==> config.mk <==
export PLATFORM = sky130hd
export DESIGN_NAME = decode_grouper
export DESIGN_NICKNAME = d
export VERILOG_FILES = /design/src/rtl/dg_pkg.sv /design/src/rtl/dg_slot_rule.sv /design/src/rtl/dg_long_seq.sv /design/src/rtl/decode_grouper.sv
export SDC_FILE = /design/constraint.sdc
export NUM_CORES = 1
export LEC_CHECK = 0
export BUFFER_PORTS_ARGS = -buffer_cell sky130_fd_sc_hd__buf_2
export CORE_MARGIN = 5
export CORE_UTILIZATION = 40
export CTS_CLUSTER_DIAMETER = 200
export DETAILED_ROUTE_END_ITERATION = 16
export PLACE_DENSITY_LB_ADDON = 0.3
export SYNTH_ARGS = -nofsm -noshare
export SYNTH_HDL_FRONTEND = slang
export SYNTH_SLANG_ARGS = --single-unit
==> constraint.sdc <==
create_clock -name clk -period 4.31 [get_ports clk]
set_clock_uncertainty 0.05 [all_clocks]
set_input_delay 0.2155 -clock clk [delete_from_list [all_inputs] [get_ports clk]]
set_output_delay 0.2155 -clock clk [all_outputs]
set_load 0.03 [all_outputs]
==> src/rtl/dg_pkg.sv <==
package dg_pkg;

    typedef enum logic [0:0] {
        ST_GROUP = 1'b0,
        ST_LONG  = 1'b1
    } grp_state_e;

    localparam int unsigned NSLOT = 3;

endpackage

==> src/rtl/dg_slot_rule.sv <==
module dg_slot_rule #(
    parameter int unsigned UOP_W         = 5,
    parameter int unsigned LEN_W         = 5,
    parameter int unsigned OFF_W         = 4,
    parameter int unsigned LINE_BYTES    = 16,
    parameter int unsigned SHORT_MAX_LEN = 8
) (
    input  logic             valid,
    input  logic [UOP_W-1:0] uops,
    input  logic [LEN_W-1:0] len,
    input  logic [OFF_W-1:0] off,
    input  logic [OFF_W-1:0] prev_off,
    input  logic [LEN_W-1:0] prev_len,
    output logic             ok
);

    localparam int unsigned EW = ((OFF_W > LEN_W) ? OFF_W : LEN_W) + 1;
    localparam logic [EW-1:0]    LINE_V  = EW'(LINE_BYTES);
    localparam logic [LEN_W-1:0] SHORT_V = LEN_W'(SHORT_MAX_LEN);
    localparam logic [UOP_W-1:0] ONE_V   = UOP_W'(1);

    logic [EW-1:0] prev_end;
    logic [EW-1:0] own_end;
    logic          single_ok;
    logic          short_ok;
    logic          contig_ok;
    logic          line_ok;

    always_comb begin
        prev_end  = EW'(prev_off) + EW'(prev_len);
        own_end   = EW'(off) + EW'(len);
        single_ok = (uops == ONE_V);
        short_ok  = (len <= SHORT_V);
        contig_ok = (EW'(off) == prev_end);
        line_ok   = (own_end <= LINE_V);
        ok        = valid && single_ok && short_ok && contig_ok && line_ok;
    end

endmodule

==> src/rtl/dg_long_seq.sv <==
module dg_long_seq
    import dg_pkg::*;
#(
    parameter int unsigned UOP_W       = 5,
    parameter int unsigned D0_MAX_UOPS = 4
) (
    input  logic             clk,
    input  logic             rst_n,
    input  logic             start,
    input  logic             adv,
    input  logic [UOP_W-1:0] start_uops,
    output grp_state_e       state,
    output logic [UOP_W-1:0] rem,
    output logic             last
);

    localparam logic [UOP_W-1:0] CHUNK_V = UOP_W'(D0_MAX_UOPS);

    grp_state_e       state_q, state_d;
    logic [UOP_W-1:0] rem_q, rem_d;

    always_ff @(posedge clk or negedge rst_n) begin
        if (!rst_n) begin
            state_q <= ST_GROUP;
            rem_q   <= '0;
        end else begin
            state_q <= state_d;
            rem_q   <= rem_d;
        end
    end

    always_comb begin
        state_d = state_q;
        rem_d   = rem_q;
        last    = 1'b0;
        unique case (state_q)
            ST_GROUP: begin
                if (start) begin
                    state_d = ST_LONG;
                    rem_d   = start_uops - CHUNK_V;
                end
            end
            ST_LONG: begin
                last = (rem_q <= CHUNK_V);
                if (adv) begin
                    if (last) begin
                        state_d = ST_GROUP;
                        rem_d   = '0;
                    end else begin
                        rem_d = rem_q - CHUNK_V;
                    end
                end
            end
            default: begin
                state_d = ST_GROUP;
                rem_d   = '0;
            end
        endcase
    end

    assign state = state_q;
    assign rem   = rem_q;

endmodule

==> src/rtl/decode_grouper.sv <==
module decode_grouper
    import dg_pkg::*;
#(
    parameter int unsigned UOP_W         = 5,
    parameter int unsigned LEN_W         = 5,
    parameter int unsigned OFF_W         = 4,
    parameter int unsigned LINE_BYTES    = 16,
    parameter int unsigned SHORT_MAX_LEN = 8,
    parameter int unsigned D0_MAX_UOPS   = 4,
    localparam int unsigned SUM_W        = $clog2(D0_MAX_UOPS + NSLOT)
) (
    input  logic                   clk,
    input  logic                   rst_n,
    input  logic                   dn_ready,
    input  logic [NSLOT-1:0]       q_valid,
    input  logic [NSLOT*UOP_W-1:0] q_uops,
    input  logic [NSLOT*LEN_W-1:0] q_len,
    input  logic [NSLOT*OFF_W-1:0] q_off,
    output logic [NSLOT-1:0]       slot_vld,
    output logic [1:0]             take_cnt,
    output logic [SUM_W-1:0]       uop_sum
);

    localparam logic [UOP_W-1:0] D0_MAX_V = UOP_W'(D0_MAX_UOPS);

    logic [NSLOT-1:0] vpre;
    logic [NSLOT-1:0] elig;
    logic [UOP_W-1:0] head_uops;
    logic             head_long;
    logic             long_start;
    grp_state_e       state;
    logic [UOP_W-1:0] rem;
    logic             last;

    always_comb begin
        vpre[0] = q_valid[0];
        for (int k = 1; k < NSLOT; k++) begin
            vpre[k] = vpre[k-1] && q_valid[k];
        end
    end

    assign head_uops  = q_uops[0 +: UOP_W];
    assign head_long  = (head_uops > D0_MAX_V);
    assign long_start = rst_n && dn_ready && vpre[0] && head_long && (state == ST_GROUP);
    assign elig[0]    = vpre[0];

    generate
        for (genvar k = 1; k < NSLOT; k++) begin : g_rule
            dg_slot_rule #(
                .UOP_W        (UOP_W),
                .LEN_W        (LEN_W),
                .OFF_W        (OFF_W),
                .LINE_BYTES   (LINE_BYTES),
                .SHORT_MAX_LEN(SHORT_MAX_LEN)
            ) u_rule (
                .valid   (vpre[k]),
                .uops    (q_uops[k*UOP_W +: UOP_W]),
                .len     (q_len[k*LEN_W +: LEN_W]),
                .off     (q_off[k*OFF_W +: OFF_W]),
                .prev_off(q_off[(k-1)*OFF_W +: OFF_W]),
                .prev_len(q_len[(k-1)*LEN_W +: LEN_W]),
                .ok      (elig[k])
            );
        end
    endgenerate

    dg_long_seq #(
        .UOP_W      (UOP_W),
        .D0_MAX_UOPS(D0_MAX_UOPS)
    ) u_long (
        .clk       (clk),
        .rst_n     (rst_n),
        .start     (long_start),
        .adv       (dn_ready),
        .start_uops(head_uops),
        .state     (state),
        .rem       (rem),
        .last      (last)
    );

    always_comb begin
        logic run;
        slot_vld = '0;
        take_cnt = '0;
        uop_sum  = '0;
        if (rst_n && dn_ready) begin
            unique case (state)
                ST_LONG: begin
                    slot_vld[0] = 1'b1;
                    take_cnt    = last ? 2'd1 : 2'd0;
                    uop_sum     = last ? SUM_W'(rem) : SUM_W'(D0_MAX_UOPS);
                end
                ST_GROUP: begin
                    if (vpre[0]) begin
                        slot_vld[0] = 1'b1;
                        if (head_long) begin
                            uop_sum = SUM_W'(D0_MAX_UOPS);
                        end else begin
                            take_cnt = 2'd1;
                            uop_sum  = SUM_W'(head_uops);
                            run      = 1'b1;
                            for (int k = 1; k < NSLOT; k++) begin
                                run = run && elig[k];
                                if (run) begin
                                    slot_vld[k] = 1'b1;
                                    take_cnt    = take_cnt + 2'd1;
                                    uop_sum     = uop_sum + SUM_W'(1);
                                end
                            end
                        end
                    end
                end
                default: begin
                    slot_vld = '0;
                end
            endcase
        end
    end

endmodule

# After elaboration in Yosys (flattened, before gate mapping)

Cells that the tools add are included.
W data, S select, Z words.

Add/sub/neg operators: 8
$lt $le $gt $ge: 6
Eq/ne operators: 6
Multiplexer cells: 38
Bitwise logic cells: 1
Reduce and logical (&&, ||, !) cells: 16

Operators with widths:

| kind                  | number |
|---|---|
| $mux W3               | 12 |
| $mux W2               | 11 |
| $add A4 B5 Y6         | 3 |
| $logic_and A1 B1 Y1   | 15 |
| $mux W5               | 3 |
| $eq A4 B6 Y1          | 2 |
| $le A6 B5 Y1 const B  | 2 |
| $eq A5 B1 Y1 const B  | 2 |
| $le A5 B4 Y1 const B  | 2 |
| $pmux W5 S2           | 1 |
| $sub A5 B3 Y5 const B | 2 |
| $mux W1               | 7 |
| $add A3 B1 Y3 const B | 2 |
| $pmux W3 S2           | 1 |
| $gt A5 B3 Y1 const B  | 1 |
| $le A5 B3 Y1 const B  | 1 |
| $ne A2 B2 Y1 const B  | 2 |
| $pmux W1 S2           | 2 |
| $pmux W2 S2           | 1 |
| $add A2 B1 Y2 const B | 1 |
| $reduce_and A2 Y1     | 1 |
| $not A1 Y1            | 1 |

Bits in registers: 6
Bits of input ports: 48
Output and inout port bits: 8

# Depth between registers and ports, before layout

Gate-level depths: netlist of run 1.

Word-level depth: 16
Mapped depth: 15

# Modules after synthesis

From an unflattened synthesis of run 1, not the netlist that was laid out.

Cells, all modules: 160
Area, all modules: 1,421.4 µm²

Modules (own cells, without submodules):

| module         | times used | cells each | area each (µm²) | seq. area each (µm²) |
|---|---|---|---|---|
| dg_slot_rule   | 2          | 38         | 350.3           | 0.0 |
| dg_long_seq    | 1          | 42         | 419.2           | 150.1 |
| decode_grouper | 1          | 42         | 301.5           | 0.0 |

# Least setup slack after synthesis of run 1

OpenSTA, ideal clock, no wires.

Path kind: input to output
Start: input port q_len[0]
End: output port uop_sum[2]
Arrival time: 3.590 ns
Path slack: 0.455 ns
Stages on the path: 15
Buffers on the path: 1
Cell sequence: ha_1 -> fa_1 -> a21oi_1 -> nor3b_1 -> or4_1 -> a311oi_2 -> buf_6 -> nand2_1 -> o21ai_0 -> ha_1 -> nand4_1 -> a2111oi_4 -> nor4_1 -> or4_1 -> nor2_1

Cells in the longest elaborated chain, start to end: 15
Elaborated cells between the ends (all ways): 16
Those cells by class: add/sub: 2; eq/ne: 1; mux: 10; reduce/logical: 3

Ends and longest elaborated chain:

| element                               | line                  | RTL |
|---|---|---|
| start: declaration                    | decode_grouper.sv:17  | `input logic [NSLOT*LEN_W-1:0] q_len,` |
| $add A4 B5 Y6 (*)                     | dg_slot_rule.sv:30    | `prev_end = EW'(prev_off) + EW'(prev_len);` |
| $eq A4 B6 Y1 (*)                      | dg_slot_rule.sv:34    | `contig_ok = (EW'(off) == prev_end);` |
| $logic_and A1 B1 Y1 (*) (2 in series) | dg_slot_rule.sv:36    | `ok = valid && single_ok && short_ok && contig_ok && line_ok;` |
| $mux W3                               | decode_grouper.sv:104 | `if (run) begin` |
| $mux W3                               | decode_grouper.sv:96  | `if (head_long) begin` |
| $mux W3                               | decode_grouper.sv:94  | `if (vpre[0]) begin` |
| $mux W3                               | decode_grouper.sv:87  | `unique case (state)` |
| $mux W3                               | decode_grouper.sv:86  | `if (rst_n && dn_ready) begin` |
| $add A3 B1 Y3                         | decode_grouper.sv:107 | `uop_sum = uop_sum + SUM_W'(1);` |
| $mux W3 (*)                           | decode_grouper.sv:104 |  |
| $mux W3 (*)                           | decode_grouper.sv:96  |  |
| $mux W3 (*)                           | decode_grouper.sv:94  |  |
| $pmux W3 S2 (*)                       | decode_grouper.sv:87  |  |
| $mux W3 (*)                           | decode_grouper.sv:86  |  |
| end: declaration                      | decode_grouper.sv:21  | `output logic [SUM_W-1:0] uop_sum` |

Every way passes the cells marked *; elsewhere a longest branch is shown, timed or not. The select of a mux whose other input is x is not followed.

# Final worst setup path of run 1

Same ends and word-level chain as after synthesis.

==> results of run 1 <==
-- final timing paths --
| path | from | end | slack, ps | cells after the start |
|---|---|---|---|---|
| max in group asynchronous | rst_n | u_long.rem[0] | 3730 | 2 |
| worst min-delay path | q_uops[2] | u_long.rem[2] | 220 | 2 |
| worst min register to register | u_long.rem[1] | u_long.rem[1] | 490 | 2 |
| min in group asynchronous | rst_n | u_long.rem[3] | 290 | 2 |
| worst max register to register | u_long.state | u_long.rem[2] | 2540 | 6 |
| worst max-delay path | q_len[0] | uop_sum[2] | 290 | 17 |
-- cells by family (layout without fill, tap and decap cells) --
| group | Yosys count | in the layout | share of synthesized area [%] |
|---|---|---|---|
| buffers and inverters | 14 | 72 | 4.266 |
| adder cells (fa/ha/maj) | 22 | 22 | 21.16 |
| multiplexers | 2 | 2 | 1.422 |
| XOR/XNOR | 15 | 15 | 9.334 |
| AND/OR/NAND/NOR | 72 | 72 | 27.64 |
| flip-flops | 6 | 6 | 10.67 |
| AO/OA/AOI/OAI | 49 | 49 | 25.51 |
-- placed cells by master, fill, tap and decap left out, types with 4 or more instances in the layout --
cell type,count
nand3_1,4
a21o_1,5
ha_1,19
a211oi_1,6
a21oi_1,12
buf_2,55
nor3_1,5
nor4_1,5
nor2_1,17
xnor2_1,9
a2111oi_0,4
xor2_1,6
nand2_1,15
o21ai_0,7
dfrtp_1,6
inv_1,12
and2_1,5
-- critical path, stage by stage --
cell       delay (ps)
buf_2             100
ha_1              210
fa_1              470
xnor2_1           170
nand3_1            90
or4_1             440
a311oi_2          250
buf_4             200
nand2_1            60
o21ai_0            70
ha_1              170
nand4_1           120
a2111oi_4         310
nor4_1             80
or4_1             500
nor2_1             90
buf_2             200
-- sequential cells by signal, summed over array words and instances (netlist names) --
register / flops
u_long.rem: 5
u_long.state: 1
-- layout make-up --
type	count	area, um^2	share of cell area (%)
Inverter	12	45.04	2.551
Clock buffer	3	22.52	1.276
Tap cell	46	57.56	3.260
Sequential cell	6	150.1	8.505
Timing Repair Buffer	57	292.8	16.58
Multi-Input combinational cell	160	1197	67.82
-- layer usage --
| metal | track usage (%) | vias up | wire length, um |
|---|---|---|---|
| met5 | 0 | - | 0 |
| li1 | - | 796 | - |
| met2 | 25.74 | 49 | 1669 |
| met4 | 2.603 | 0 | 13 |
| met3 | 2.754 | 2 | 190 |
| met1 | 22.60 | 711 | 1835 |
-- power groups by stage --
stage,registers (mW),logic (mW),clock network (mW)
5_1_grt,0.127,0.297,0.0620
3_3_place_gp,0.120,0.253,0
3_5_place_dp,0.119,0.257,0
4_1_cts,0.119,0.259,0.0585
6_report,0.120,0.258,0.0552
2_1_floorplan,0.104,0.198,0
-- stage by stage --
| step | area, um^2 | utilization (%) | worst slack [ps] | hold WS, ps |
|---|---|---|---|---|
| after floorplan | 1408 | - | 454.9 | -130.1 |
| after global placement | 1733 | 51.53 | 390.3 | 19.14 |
| after detailed placement | 1733 | 51.53 | 275.5 | 19.49 |
| after CTS | 1765 | 52.49 | 273.0 | 206.6 |
| after global routing | 1765 | 52.49 | 4.301 | 214.7 |
| final | 1765 | 52.49 | 288.8 | 215.7 |
==> impl_metrics.py, run 1 <==
metrics = {
    "outcome": {
        "outcome": "complete, no violations",
    },
    "sta": {
        "finalSetupViolations": 0,
        "fin_tns_setup_ps": 0,
        "finalCritPeriodShare_pct": 93.30,
        "max_clock_freq_mhz": 248.7,
        "rsz0062_at_grt": "no",
        "finalHoldViolCount": 0,
        "tightest_slew_ps": 657.1,
        "slew_violations": 0,
        "post-route-min-period_ps": 4021,
        "max-slew-margin-rel_pct": 55.06,
    },
    "critical_path": {
        "arrival_ps": 3760,
        "crit_type": "in2out",
        "critPathMaxFanout": 11,
        "cp-start-kind": "input port",
        "cp.required_ps": 4040,
        "crit_path_end_kind": "primary output",
    },
    "placement": {
        "dp.cells": 280,
        "place_hpwl_um": 3201,
        "io_buffers": 55,
        "gp_congestion": 0.8206,
    },
    "power_and_ir_drop": {
        "clock_power_share_pct": 12.7,
        "p_switching_mw": 0.2036,
        "p_per_area_nw_per_um2": 245.3,
        "seq_power_share_pct": 27.7,
        "vdd_drop_max_uv": 181.0,
        "p_sw_share_pct": 47.02,
        "p_total_mw": 0.4331,
        "p_comb_share_pct": 59.6,
        "intPower_mw": 0.2294,
        "leakage_nw": 0.8428,
    },
    "grt": {
        "grt_pass1_wl_um": 6610,
        "grt_max_degree": 15,
        "antenna_found_initial": 0,
        "gr-total-overflow": 0,
        "grt_pass1_vias": 1524,
        "grtUsageTotal_pct": 16.00,
    },
    "synth": {
        "synth_cell_types": 44,
        "synth_most_common_cell": "ha_1",
        "yosysWarnings": 0,
        "synth_area_leaders": "ha_1, dfrtp_1, xnor2_1",
        "yosys.area.top_type_share_pct": 16.89,
        "seq_area_frac_synth_pct": 10.67,
        "yosysTopAreaCell": "ha_1",
        "synthTopCellsByCount": "ha_1, nor2_1, nand2_1",
        "ys_async_sr_fraction_pct": 100.0,
        "synthFlopType": "dfrtp_1",
        "postSynthAreaPerCell_um2": 7.820,
        "syn_area_um2": 1408,
        "synthCells": 180,
        "ys_seq_elements": 6,
        "synth_edf_count": 0,
        "synth_nets": 250,
    },
    "finish": {
        "nFillCells": 368,
        "diodes": 0,
        "fin_nets": 310,
        "layoutNonFillerInstCount": 284,
        "layout-drive-gt1-share_pct": 26.47,
        "synthToLayoutAreaGrowth_pct": 25.42,
    },
    "floorplan": {
        "rows": 21,
        "dieHeight_um": 69.32,
        "start_util_pct": 41.85,
        "io_pins": 56,
        "die_x_um": 69.32,
        "core-area_um2": 3363,
        "die-area_um2": 4805,
    },
    "worst_hold_path": {
        "min_path_type": "in2reg",
    },
    "detailed_routing": {
        "vias_per_cell": 5.486,
        "routed_wl_um": 3708,
        "vias": 1558,
        "wl_per_cell_um": 13.06,
        "drtIter0Drc": 63,
        "antenna_left": 0,
        "first_pass_iters": 4,
        "drc": 0,
    },
    "clocking": {
        "cts.reportedPaths.clkPinSlew_ps": 50,
        "clock_sinks": 6,
        "hold_buffers": 1,
        "cts-root-buf": "clkbuf_4",
        "clockBufferDepth": 2,
        "cts_made_buffers": 3,
        "insertion_delay_ps": 260,
        "cts_setup_buffers": 0,
        "cts_resized": 0,
        "cts_tree": "yes",
        "h-tree-depth": 1,
    },
    "job": {
        "maxCapViolations": 0,
    },
}
(Power assumes the default switching activity.)
==> run 2: changes to the inputs <==
--- a/config.mk
+++ b/config.mk
@@ -6,10 +6,11 @@
 export NUM_CORES = 1
 export LEC_CHECK = 0
 export BUFFER_PORTS_ARGS = -buffer_cell sky130_fd_sc_hd__buf_2
-export CORE_MARGIN = 5
+export CORE_MARGIN = 2
 export CORE_UTILIZATION = 40
 export CTS_CLUSTER_DIAMETER = 200
 export DETAILED_ROUTE_END_ITERATION = 16
+export GPL_TIMING_DRIVEN = 0
 export PLACE_DENSITY_LB_ADDON = 0.3
 export SYNTH_ARGS = -nofsm -noshare
 export SYNTH_HDL_FRONTEND = slang
==> run 2 against run 1 <==
  * Clock power about the same
  * Sequential cell count unchanged
  * Core utilization rose by 2.3 points
  * Wire length grew 4.3%
  * Register-to-register slack improved by 60 ps
  * Hold slack improved by 16 ps
  * Die area down 17%
==> impl_metrics.py, run 2 (same netlist as run 1, synthesis figures left out) <==
metrics = {
    "floorplan": {
        "start_util_pct": 41.85,
        "die_x_um": 63.32,
        "rows": 21,
        "core-area_um2": 3363,
        "die-area_um2": 4009,
        "dieHeight_um": 63.32,
        "io_pins": 56,
    },
    "power_and_ir_drop": {
        "p_total_mw": 0.4487,
        "seq_power_share_pct": 24.4,
        "vdd_drop_max_uv": 123.8,
        "p_sw_share_pct": 47.47,
        "leakage_nw": 0.8653,
        "intPower_mw": 0.2357,
        "p_per_area_nw_per_um2": 243.6,
        "p_comb_share_pct": 63.3,
        "p_switching_mw": 0.2130,
        "clock_power_share_pct": 12.2,
    },
    "clocking": {
        "cts.reportedPaths.clkPinSlew_ps": 40,
        "h-tree-depth": 1,
        "insertion_delay_ps": 250,
        "clock_sinks": 6,
        "cts_tree": "yes",
        "cts-root-buf": "clkbuf_4",
        "cts_made_buffers": 3,
        "clockBufferDepth": 2,
    },
    "grt": {
        "grt_pass1_vias": 1512,
        "antenna_found_initial": 0,
        "grt_pass1_wl_um": 6437,
        "grt_max_degree": 11,
        "grtUsageTotal_pct": 19.75,
        "gr-total-overflow": 0,
    },
    "critical_path": {
        "cp.required_ps": 4040,
        "slowest_delay_ps": 540,
        "crit_path_end_kind": "primary output",
        "r2r_start": "u_long.rem[3]",
        "crit_type": "in2out",
        "cp_cell_sequence": "buf_2 -> ha_1 -> fa_2 -> xnor2_1 -> nand3_1 -> or4_4 -> a311oi_4 -> buf_6 -> nand2_1 -> o21ai_0 -> ha_2 -> nand4_1 -> a2111oi_4 -> nor4_1 -> or4_1 -> nor2_1 -> buf_4",
        "cp_slowest_cell": "fa_2",
        "arrival_ps": 3830,
        "cp-start-kind": "input port",
        "critPathLaunch": "q_len[0]",
        "critPathMaxFanout": 5,
    },
    "sta": {
        "tightest_slew_ps": 626.6,
        "slew_violations": 0,
        "fin_hold_ws_ps": 231.7,
        "post-route-min-period_ps": 4096,
        "max_clock_freq_mhz": 244.2,
        "finalSetupViolations": 0,
        "finalHoldViolCount": 0,
        "fin_tns_setup_ps": 0,
        "max-slew-margin-rel_pct": 57.15,
        "finalCritPeriodShare_pct": 95.03,
    },
    "worst_hold_path": {
        "min_path_type": "in2reg",
        "min_from": "q_uops[2]",
    },
    "detailed_routing": {
        "drtIter0Drc": 63,
        "drc": 0,
        "wl_per_cell_um": 13.48,
        "vias_per_cell": 5.436,
        "vias": 1560,
        "routed_wl_um": 3869,
        "first_pass_iters": 4,
        "antenna_left": 0,
    },
    "finish": {
        "multi_input_area_um2": 1251,
        "synthToLayoutAreaGrowth_pct": 30.84,
        "fin_nets": 313,
        "seq_area_um2": 150.1,
        "diodes": 0,
        "nFillCells": 362,
        "largest_reg_flops": 5,
        "layout.cells.most_common_list": "buf_2, ha_1, nor2_1",
        "layout-drive-gt1-share_pct": 30.71,
        "final_common_cell": "buf_2",
    },
    "placement": {
        "place_hpwl_um": 3139,
        "io_buffers": 55,
        "gp_congestion": 0.7858,
    },
    "job": {
        "maxCapViolations": 0,
    },
    "outcome": {
        "outcome": "complete, no violations",
    },
}
## run 2: changes by cell type in the layout (fill, tap and decap cells not counted), moves of 2 or more
| cell | previous run | this run |
|---|---|---|
| fa_2 | 0 | 2 |
| fa_1 | 3 | 1 |
| nor4b_2 | 1 | 3 |
| nor4b_1 | 2 | 0 |
## run 2: path summary, 6_finish.rpt
kind | to | slack, ps | cells past startpoint
min reg2reg | u_long.rem[1] | 480 | 2
min in group asynchronous | u_long.state | 310 | 2
max reg2reg | u_long.rem[2] | 2600 | 8
max | uop_sum[2] | 210 | 17
max in group asynchronous | u_long.rem[2] | 3720 | 2
min | u_long.rem[2] | 230 | 2
## run 2: per-layer routing
layer | vias to the layer above | track usage, % | wire [um] | share of wire [%]
li1 | 807 | - | - | -
met1 | 703 | 25.16 | 1740 | 45
met2 | 44 | 34.61 | 1867 | 48
met3 | 6 | 4.107 | 204 | 5.3
met4 | 0 | 3.261 | 57 | 1.5
met5 | - | 0 | 0 | 0
## run 2: critical path, delay by kind of cell
family | cells | cell delay, ps
simple gates | 7 | 1400
compound gates | 3 | 710
fa+ha+maj | 3 | 940
xor+xnor | 1 | 120
buf+inv | 3 | 440
## run 2: final cells by class
class	instances	area share, %
plain buffers	2	0.8152
clock buffers	3	1.223
inverters	12	2.446
multi-input cells	160	67.93
flip-flops and latches	6	8.152
well taps	46	3.125
repair buffers	58	16.30
## run 2: repair_timing
item | 4_1_cts | 5_1_grt
setup buffers | 0 | 1
endpoints found under the hold margin | 6 | 0
endpoints found under the setup margin | 0 | 1
hold buffers | 1 | 0
gates resized for setup | 0 | 12
## run 2: stage by stage
stage,area [um^2],setup WS [ps],std cells,util [%]
after floorplan,1408,454.9,180,-
after global placement,1740,252.5,281,51.75
after detailed placement,1740,190.6,281,51.75
after CTS,1773,176.4,285,52.72
after global routing,1842,-4.672,287,54.76
final,1842,214.3,287,54.76
## run 2: power groups by stage
stage	Clock, mW	Sequential, mW	Combinational, mW
after floorplan	0	0.104	0.198
after global placement	0	0.110	0.266
after detailed placement	0	0.110	0.270
after CTS	0.0563	0.109	0.273
after global routing	0.0641	0.114	0.322
final	0.0549	0.110	0.284
